`src/rtl/mont_pe_pkg.sv`:
```
package mont_pe_pkg;
  typedef enum logic [2:0] {
    ST_IDLE,
    ST_RUN,
    ST_TAIL,
    ST_FLUSH,
    ST_DONE
  } pe_state_e;
endpackage

```
`src/rtl/mont_pe_alu.sv`:
```
module mont_pe_alu #(
  parameter int W = 16
) (
  input  logic [W-1:0] z_i,
  input  logic [W-1:0] y_i,
  input  logic [W-1:0] m_i,
  input  logic         x_bit_i,
  input  logic         word0_i,
  input  logic         red_hold_i,
  input  logic         ca_i,
  input  logic         cb_i,
  input  logic         gf_i,
  output logic [W-1:0] z_o,
  output logic         red_o,
  output logic         ca_o,
  output logic         cb_o
);
  logic [W-1:0] y_term, m_term;
  logic [W:0]   sum_a, sum_b;
  logic         ca_in, cb_in, red;

  always_comb begin
    y_term = x_bit_i ? y_i : '0;
    ca_in  = ca_i & ~word0_i & ~gf_i;
    cb_in  = cb_i & ~word0_i & ~gf_i;
    if (gf_i) sum_a = {1'b0, z_i ^ y_term};
    else      sum_a = {1'b0, z_i} + {1'b0, y_term} + (W+1)'(ca_in);
    // reduce bit is fixed at word 0 and held for the rest of the pass
    red    = word0_i ? sum_a[0] : red_hold_i;
    m_term = red ? m_i : '0;
    if (gf_i) sum_b = {1'b0, sum_a[W-1:0] ^ m_term};
    else      sum_b = {1'b0, sum_a[W-1:0]} + {1'b0, m_term} + (W+1)'(cb_in);
  end

  assign z_o   = sum_b[W-1:0];
  assign red_o = red;
  assign ca_o  = sum_a[W];
  assign cb_o  = sum_b[W];
endmodule

```
`src/rtl/mont_pe_seq.sv`:
```
module mont_pe_seq
  import mont_pe_pkg::*;
#(
  parameter int W         = 16,
  parameter int MAX_WORDS = 8,
  parameter int AW        = 4,
  parameter int NBW       = 8
) (
  input  logic            clk_i,
  input  logic            rst_ni,
  input  logic            start_i,
  input  logic [NBW-1:0]  nbits_i,
  input  logic            gf_mode_i,
  output pe_state_e       state_o,
  output logic [AW-1:0]   e_o,
  output logic [AW-1:0]   j_o,
  output logic [NBW-1:0]  i_o,
  output logic            gf_o,
  output logic            issue_o
);
  localparam int LOG_W = $clog2(W);

  pe_state_e      state_q;
  logic [AW-1:0]  e_q, j_q;
  logic [NBW-1:0] n_q, i_q;
  logic           gf_q;
  logic [NBW:0]   n_round;

  assign n_round = {1'b0, nbits_i} + (NBW+1)'(W-1);

  always_ff @(posedge clk_i or negedge rst_ni) begin
    if (!rst_ni) begin
      state_q <= ST_IDLE;
      e_q     <= '0;
      j_q     <= '0;
      n_q     <= '0;
      i_q     <= '0;
      gf_q    <= 1'b0;
    end else begin
      unique case (state_q)
        ST_IDLE: if (start_i) begin
          e_q     <= AW'(n_round >> LOG_W);
          n_q     <= nbits_i;
          gf_q    <= gf_mode_i;
          j_q     <= '0;
          i_q     <= '0;
          state_q <= ST_RUN;
        end
        ST_RUN: begin
          if (j_q == e_q) begin
            j_q <= '0;
            if (i_q == n_q - 1'b1) state_q <= ST_TAIL;
            else                   i_q     <= i_q + 1'b1;
          end else begin
            j_q <= j_q + 1'b1;
          end
        end
        ST_TAIL:  state_q <= ST_FLUSH;
        ST_FLUSH: state_q <= ST_DONE;
        ST_DONE:  state_q <= ST_IDLE;
        default:  state_q <= ST_IDLE;
      endcase
    end
  end

  assign state_o = state_q;
  assign e_o     = e_q;
  assign j_o     = j_q;
  assign i_o     = i_q;
  assign gf_o    = gf_q;
  assign issue_o = (state_q == ST_RUN);

  // legal operand length at start (e >= 2 keeps write-back ahead of re-read)
  p_legal_len_r2: assert property (@(posedge clk_i) disable iff (!rst_ni)
    (state_q == ST_IDLE && start_i) |->
      (nbits_i > NBW'(W) && nbits_i <= NBW'(W*MAX_WORDS)));

  // run configuration holds for the whole run
  p_cfg_stable_r9: assert property (@(posedge clk_i) disable iff (!rst_ni)
    (state_q != ST_IDLE && $past(state_q) != ST_IDLE) |->
      ($stable(e_q) && $stable(n_q) && $stable(gf_q)));
endmodule

```
`src/rtl/mont_word_pe.sv`:
```
module mont_word_pe
  import mont_pe_pkg::*;
#(
  parameter int W         = 16,
  parameter int MAX_WORDS = 8,
  localparam int AW       = $clog2(MAX_WORDS+1),
  localparam int NBW      = $clog2(W*MAX_WORDS+1)
) (
  input  logic           clk_i,
  input  logic           rst_ni,
  input  logic           start_i,
  input  logic [NBW-1:0] nbits_i,
  input  logic           gf_mode_i,
  output logic [AW-1:0]  x_addr_o,
  input  logic [W-1:0]   x_word_i,
  output logic [AW-1:0]  rd_addr_o,
  input  logic [W-1:0]   y_word_i,
  input  logic [W-1:0]   m_word_i,
  input  logic [W-1:0]   z_word_i,
  output logic           z_we_o,
  output logic [AW-1:0]  z_waddr_o,
  output logic [W-1:0]   z_wdata_o,
  output logic           busy_o,
  output logic           done_o
);
  localparam int LOG_W = $clog2(W);

  pe_state_e      state;
  logic [AW-1:0]  e, j;
  logic [NBW-1:0] i;
  logic           gf, issue;

  mont_pe_seq #(.W(W), .MAX_WORDS(MAX_WORDS), .AW(AW), .NBW(NBW)) i_seq (
    .clk_i     (clk_i),
    .rst_ni    (rst_ni),
    .start_i   (start_i),
    .nbits_i   (nbits_i),
    .gf_mode_i (gf_mode_i),
    .state_o   (state),
    .e_o       (e),
    .j_o       (j),
    .i_o       (i),
    .gf_o      (gf),
    .issue_o   (issue)
  );

  assign rd_addr_o = j;
  assign x_addr_o  = AW'(i >> LOG_W);

  // read-data stage: word index and bit select delayed by the memory latency
  logic             p_vld, p_first;
  logic [AW-1:0]    p_j;
  logic [LOG_W-1:0] p_bit;

  always_ff @(posedge clk_i or negedge rst_ni) begin
    if (!rst_ni) begin
      p_vld   <= 1'b0;
      p_first <= 1'b0;
      p_j     <= '0;
      p_bit   <= '0;
    end else begin
      p_vld   <= issue;
      p_first <= (i == '0);
      p_j     <= j;
      p_bit   <= i[LOG_W-1:0];
    end
  end

  logic [W-1:0] y_eff, m_eff, z_eff, z_new, prev_q;
  logic         red_new, ca_new, cb_new, red_q, ca_q, cb_q;

  assign y_eff = (p_j < e) ? y_word_i : '0;
  assign m_eff = (p_j < e) ? m_word_i : '0;
  assign z_eff = p_first ? '0 : z_word_i;

  mont_pe_alu #(.W(W)) i_alu (
    .z_i        (z_eff),
    .y_i        (y_eff),
    .m_i        (m_eff),
    .x_bit_i    (x_word_i[p_bit]),
    .word0_i    (p_j == '0),
    .red_hold_i (red_q),
    .ca_i       (ca_q),
    .cb_i       (cb_q),
    .gf_i       (gf),
    .z_o        (z_new),
    .red_o      (red_new),
    .ca_o       (ca_new),
    .cb_o       (cb_new)
  );

  always_ff @(posedge clk_i or negedge rst_ni) begin
    if (!rst_ni) begin
      ca_q   <= 1'b0;
      cb_q   <= 1'b0;
      red_q  <= 1'b0;
      prev_q <= '0;
    end else if (p_vld) begin
      ca_q   <= ca_new;
      cb_q   <= cb_new;
      red_q  <= red_new;
      prev_q <= z_new;
    end
  end

  // shift splice: word k-1 gets the low bit of word k on top
  always_comb begin
    z_we_o    = 1'b0;
    z_waddr_o = '0;
    z_wdata_o = '0;
    if (p_vld && p_j != '0) begin
      z_we_o    = 1'b1;
      z_waddr_o = p_j - 1'b1;
      z_wdata_o = {z_new[0], prev_q[W-1:1]};
    end else if ((p_vld && !p_first) || state == ST_FLUSH) begin
      z_we_o    = 1'b1;
      z_waddr_o = e;
      z_wdata_o = {1'b0, prev_q[W-1:1]};
    end
  end

  assign busy_o = (state != ST_IDLE);
  assign done_o = (state == ST_DONE);

  p_idle_quiet_r1: assert property (@(posedge clk_i) disable iff (!rst_ni)
    !busy_o |-> (!z_we_o && !done_o));

  p_done_pulse_r2: assert property (@(posedge clk_i) disable iff (!rst_ni)
    done_o |=> !done_o);

  p_reduce_clears_lsb_r4: assert property (@(posedge clk_i) disable iff (!rst_ni)
    (p_vld && p_j == '0) |-> (z_new[0] == 1'b0));

  p_top_carry_clear_r3: assert property (@(posedge clk_i) disable iff (!rst_ni)
    (p_vld && p_j == e) |-> (!ca_new && !cb_new));

  p_waddr_range_r5: assert property (@(posedge clk_i) disable iff (!rst_ni)
    z_we_o |-> (z_waddr_o <= e));

  p_write_order_r5: assert property (@(posedge clk_i) disable iff (!rst_ni)
    (z_we_o && $past(z_we_o)) |->
      (z_waddr_o == (($past(z_waddr_o) == e) ? AW'(0) : AW'($past(z_waddr_o) + 1'b1))));
endmodule

```
`config.mk`:
```
export PLATFORM = sky130hd
export DESIGN_NAME = mont_word_pe
export DESIGN_NICKNAME = d
export VERILOG_FILES = /design/src/rtl/mont_pe_pkg.sv /design/src/rtl/mont_pe_alu.sv /design/src/rtl/mont_pe_seq.sv /design/src/rtl/mont_word_pe.sv
export SDC_FILE = /design/constraint.sdc
export NUM_CORES = 1
export LEC_CHECK = 0
export ABC_CLOCK_PERIOD_IN_PS = 4200
export CORE_UTILIZATION = 49
export DETAILED_ROUTE_END_ITERATION = 8
export GPL_ROUTABILITY_DRIVEN = 1
export GPL_TIMING_DRIVEN = 0
export HOLD_SLACK_MARGIN = 0.02
export PLACE_DENSITY = 0.8
export SYNTH_ARGS = -nofsm -noshare
export SYNTH_HDL_FRONTEND = slang
export SYNTH_HIERARCHICAL = 1
export SYNTH_SLANG_ARGS = --single-unit
```
`constraint.sdc`:
```
create_clock -name clk_i -period 4.2 [get_ports clk_i]
set_input_delay 0.42 -clock clk_i [delete_from_list [all_inputs] [get_ports clk_i]]
set_output_delay 0.42 -clock clk_i [all_outputs]
set_load 0.02 [all_outputs]
```
==> impl_metrics.json <==
{
  "cts-htree-levels": 2,
  "global_route_wire_length_before_repair_um": 26200,
  "postRouteAntennaNets": 0,
  "achievable-frequency_ghz": 0.205,
  "report.final.slew_viol_count": 0,
  "drt_pre_antenna_iters": 9,
  "run_status": "finished, violations left",
  "drc_errors": 2,
  "post_drt_via_cell_ratio": 5.86,
  "post_synth.cell_area_avg_um2": 8.71,
  "critical_path.endpoint_type": "flop",
  "cts_inserted_buffers": 5,
  "final.setup.tns_ns": -6.43,
  "gp_congestion": 0.927,
  "timing.critical_path.slowest_stage_cell": "sky130_fd_sc_hd__fa_2",
  "synthesis.instances": 658,
  "final_layout_size_suffix_gt1_share_pct": 25.3,
  "fp.dieW_um": 110,
  "coreArea_um2": 11400,
  "diode_insertion_count_for_antenna_repair": 0,
  "cts_hold_repair.buffers": 0,
  "layout_min_cycle_time_ns": 4.89,
  "cts_tree": "built",
  "cell_chain_critical_path": "inv_1 -> ha_1 -> a21o_1 -> a211o_4 -> buf_6 -> a21boi_2 -> and2_4 -> inv_2 -> fa_2 -> fa_2 -> nand2b_4 -> a21oi_4 -> a21oi_4 -> o22ai_2 -> xor2_2 -> ha_4 -> a21oi_1 -> o22a_1 -> a2bb2oi_2 -> o31ai_2 -> xor2_1 -> mux2_4",
  "wl_per_cell_um": 17.6,
  "io_buffers": 106,
  "ys_seq_elements": 56,
  "hold_class": "primary input to async pin",
  "ys_seq_area_share_pct": 24.4,
  "maxSlewHeadroom_pct": 7.60,
  "post_synth_instance_area_um2": 5730,
  "fin_area_um2": 7900,
  "clock_path_buffers": 2,
  "floorplan.die_area_um2": 12100,
  "post-dp-hpwl_um": 12500,
  "setup_violations": 14,
  "cts_clk_pin_slew_worst_paths_ns": 0.07,
  "rows": 39,
  "pin_count_of_the_biggest_net_entering_global_routing": 42,
  "hold_violations": 0,
  "max_stage_delay_ns": 0.39,
  "finalNetCount": 924,
  "worstMarginPinSlew_ns": 1.37,
  "syn_nets": 777,
  "grt_remaining_overflow": 0,
  "worstPathMaxFanout": 4,
  "start_util_pct": 50.2,
  "failed_checks": "DRC, setup timing",
  "synth-warning-count": 6,
  "drv.max_cap_violation_count": 0,
  "placed_cell_area_um2": 7070,
  "async_set_reset_flop_share_out_of_synthesis_pct": 100,
  "synth.distinct_cells": 83,
  "timing.setup.critical_path_class": "flop to flop",
  "vias": 5560,
  "antenna_violations_before_repair": 0,
  "synth_edf_count": 0,
  "die_height_um": 110,
  "worst-endpoint-required_ns": 4.38,
  "clock_tree.root_cell": "sky130_fd_sc_hd__clkbuf_16",
  "io-pin-count": 107,
  "cts.sink_count": 56,
  "finalWirelength_um": 16700,
  "final_core_util_pct": 69.2,
  "fin_worst_skew_ns": 0.00579,
  "ys_dominant_reg_cell": "sky130_fd_sc_hd__dfrtp_1",
  "worst_hold_slack_ns": 0.0392,
  "worst_skew_pair.late_latency_ns": 0.29,
  "grt_usage_pct": 27.7,
  "setup_ws_ns": -0.687,
  "timing.critical_path.from_type": "flop",
  "syn2layout_area_growth_pct": 37.8,
  "critical_path_arrival_ns": 5.06,
  "n_fill_cell": 890,
  "grt_pass1_vias": 5439,
  "detailedRoute.firstIterationViolations": 277,
  "grt_setup_unrepaired": "true",
  "period_share_pct": 116
}
[cell type report]
| type | count | area, µm² | area share [%] |
|---|---|---|---|
| well taps | 143 | 179 | 2.26 |
| multi-input cells | 539 | 4490 | 56.8 |
| clock inverters | 2 | 15.0 | 0.190 |
| repair buffers | 140 | 1350 | 17.1 |
| plain buffers | 33 | 221 | 2.80 |
| inverters | 30 | 113 | 1.42 |
| clock buffers | 6 | 139 | 1.76 |
| flip-flops and latches | 56 | 1400 | 17.7 |
[logic make-up after synthesis]
| logic type | Yosys count | share of synthesized area (%) |
|---|---|---|
| buffers and inverters | 63 | 5.59 |
| DFF | 56 | 24.4 |
| AOI/OAI and AO/OA | 172 | 21.5 |
| xor gates and xnor gates | 45 | 7.11 |
| and+or+nand+nor | 244 | 23.6 |
| adders and majority gates | 43 | 9.91 |
| muxes | 35 | 7.81 |
[synth_stat cells (6+ instances only)]
| master | instances | share of area [%] |
|---|---|---|
| sky130_fd_sc_hd__mux2_2 | 28 | 5.5 |
| sky130_fd_sc_hd__a21oi_1 | 37 | 3.2 |
| sky130_fd_sc_hd__ha_1 | 39 | 8.5 |
| sky130_fd_sc_hd__a31oi_1 | 6 | 0.65 |
| sky130_fd_sc_hd__clkbuf_1 | 11 | 0.72 |
| sky130_fd_sc_hd__dfrtp_1 | 56 | 24 |
| sky130_fd_sc_hd__nand2_1 | 43 | 2.8 |
| sky130_fd_sc_hd__xnor2_1 | 18 | 2.7 |
| sky130_fd_sc_hd__inv_1 | 30 | 2.0 |
| sky130_fd_sc_hd__nor3_1 | 10 | 0.87 |
| sky130_fd_sc_hd__nand4_1 | 10 | 1.1 |
| sky130_fd_sc_hd__a21boi_1 | 29 | 3.8 |
| sky130_fd_sc_hd__nor2b_1 | 52 | 5.7 |
| sky130_fd_sc_hd__buf_2 | 8 | 0.70 |
| sky130_fd_sc_hd__nand3_1 | 10 | 0.87 |
| sky130_fd_sc_hd__xor2_1 | 26 | 4.0 |
| sky130_fd_sc_hd__a21o_1 | 7 | 0.92 |
| sky130_fd_sc_hd__nor2_1 | 45 | 2.9 |
| sky130_fd_sc_hd__nand2b_1 | 8 | 0.87 |
| sky130_fd_sc_hd__o21ai_0 | 23 | 2.0 |
| sky130_fd_sc_hd__buf_6 | 7 | 1.4 |
| sky130_fd_sc_hd__o211ai_1 | 7 | 0.92 |
| sky130_fd_sc_hd__and2_1 | 23 | 2.5 |
[sequential cells by signal (all words and copies together), names as in the netlist]
register / count
ca_q: 1
cb_q: 1
i_seq/e_o: 4
i_seq/gf_o: 1
i_seq/i_o: 8
i_seq/j_o: 4
i_seq/n_q: 8
i_seq/state_o: 3
p_bit: 4
p_first: 1
p_j: 4
p_vld: 1
prev_q: 15
red_q: 1
[critical path, delay by kind of cell, from the launching register on]
family / cells / cell delay [ns]
AOI/OAI and AO/OA: 10 / 1.88
xor gates and xnor gates: 2 / 0.41
adders and majority gates: 4 / 1.27
buffers and inverters: 3 / 0.22
DFF: 1 / 0.37
muxes: 1 / 0.27
and+or+nand+nor: 2 / 0.32
[path summary, 6_finish.rpt]
path / start / endpoint / slack [ns] / cells after the start
max: i_seq/e_o[1]$_DFFE_PN0P_ / prev_q[15]$_DFFE_PN0P_ / -0.69 / 22
min: rst_ni / prev_q[1]$_DFFE_PN0P_ / 0.04 / 1
max reg2reg: i_seq/e_o[1]$_DFFE_PN0P_ / prev_q[15]$_DFFE_PN0P_ / -0.69 / 22
min reg2reg: i_seq/i_o[3]$_DFFE_PN0P_ / p_bit[3]$_DFF_PN0_ / 0.43 / 0
max in group asynchronous: rst_ni / p_bit[0]$_DFF_PN0_ / 3.61 / 2
min in group clk_i: i_seq/i_o[3]$_DFFE_PN0P_ / p_bit[3]$_DFF_PN0_ / 0.43 / 0
[layout by cell type (no fill, tap or decap), drive strengths merged, types with 30 or more instances in the layout]
master	instances
clkdlybuf4s50	104
dfrtp	56
buf	56
nor2b	52
nor2	45
nand2	44
ha	39
a21oi	39
a21boi	35
inv	30
[metrics by stage]
stage,instances,setup slack [ns]
CTS,942,-0.661
global route,949,-0.887
finish,949,-0.687
detailed placement,908,-1.11
global placement,907,-1.01
floorplan,658,-0.289
[layer usage]
metal | wire [µm] | vias up | GRT usage, %
li1 | - | 2645 | -
met1 | 7250 | 2680 | 35.4
met3 | 1020 | 31 | 5.70
met2 | 8100 | 204 | 47.3
met4 | 329 | 0 | 7.42
met5 | 0 | - | 0
[repair_timing]
| item | 4_1_cts | 5_1_grt |
|---|---|---|
| gates resized for setup | 55 | 49 |
| setup buffers | 27 | 8 |
| pin swaps | 40 | 32 |
| endpoints found under the setup margin | 17 | 15 |
Power is left out: the tool's default activity adds up to more than one toggle a clock period on the data nets, which glitch-free logic cannot reach.
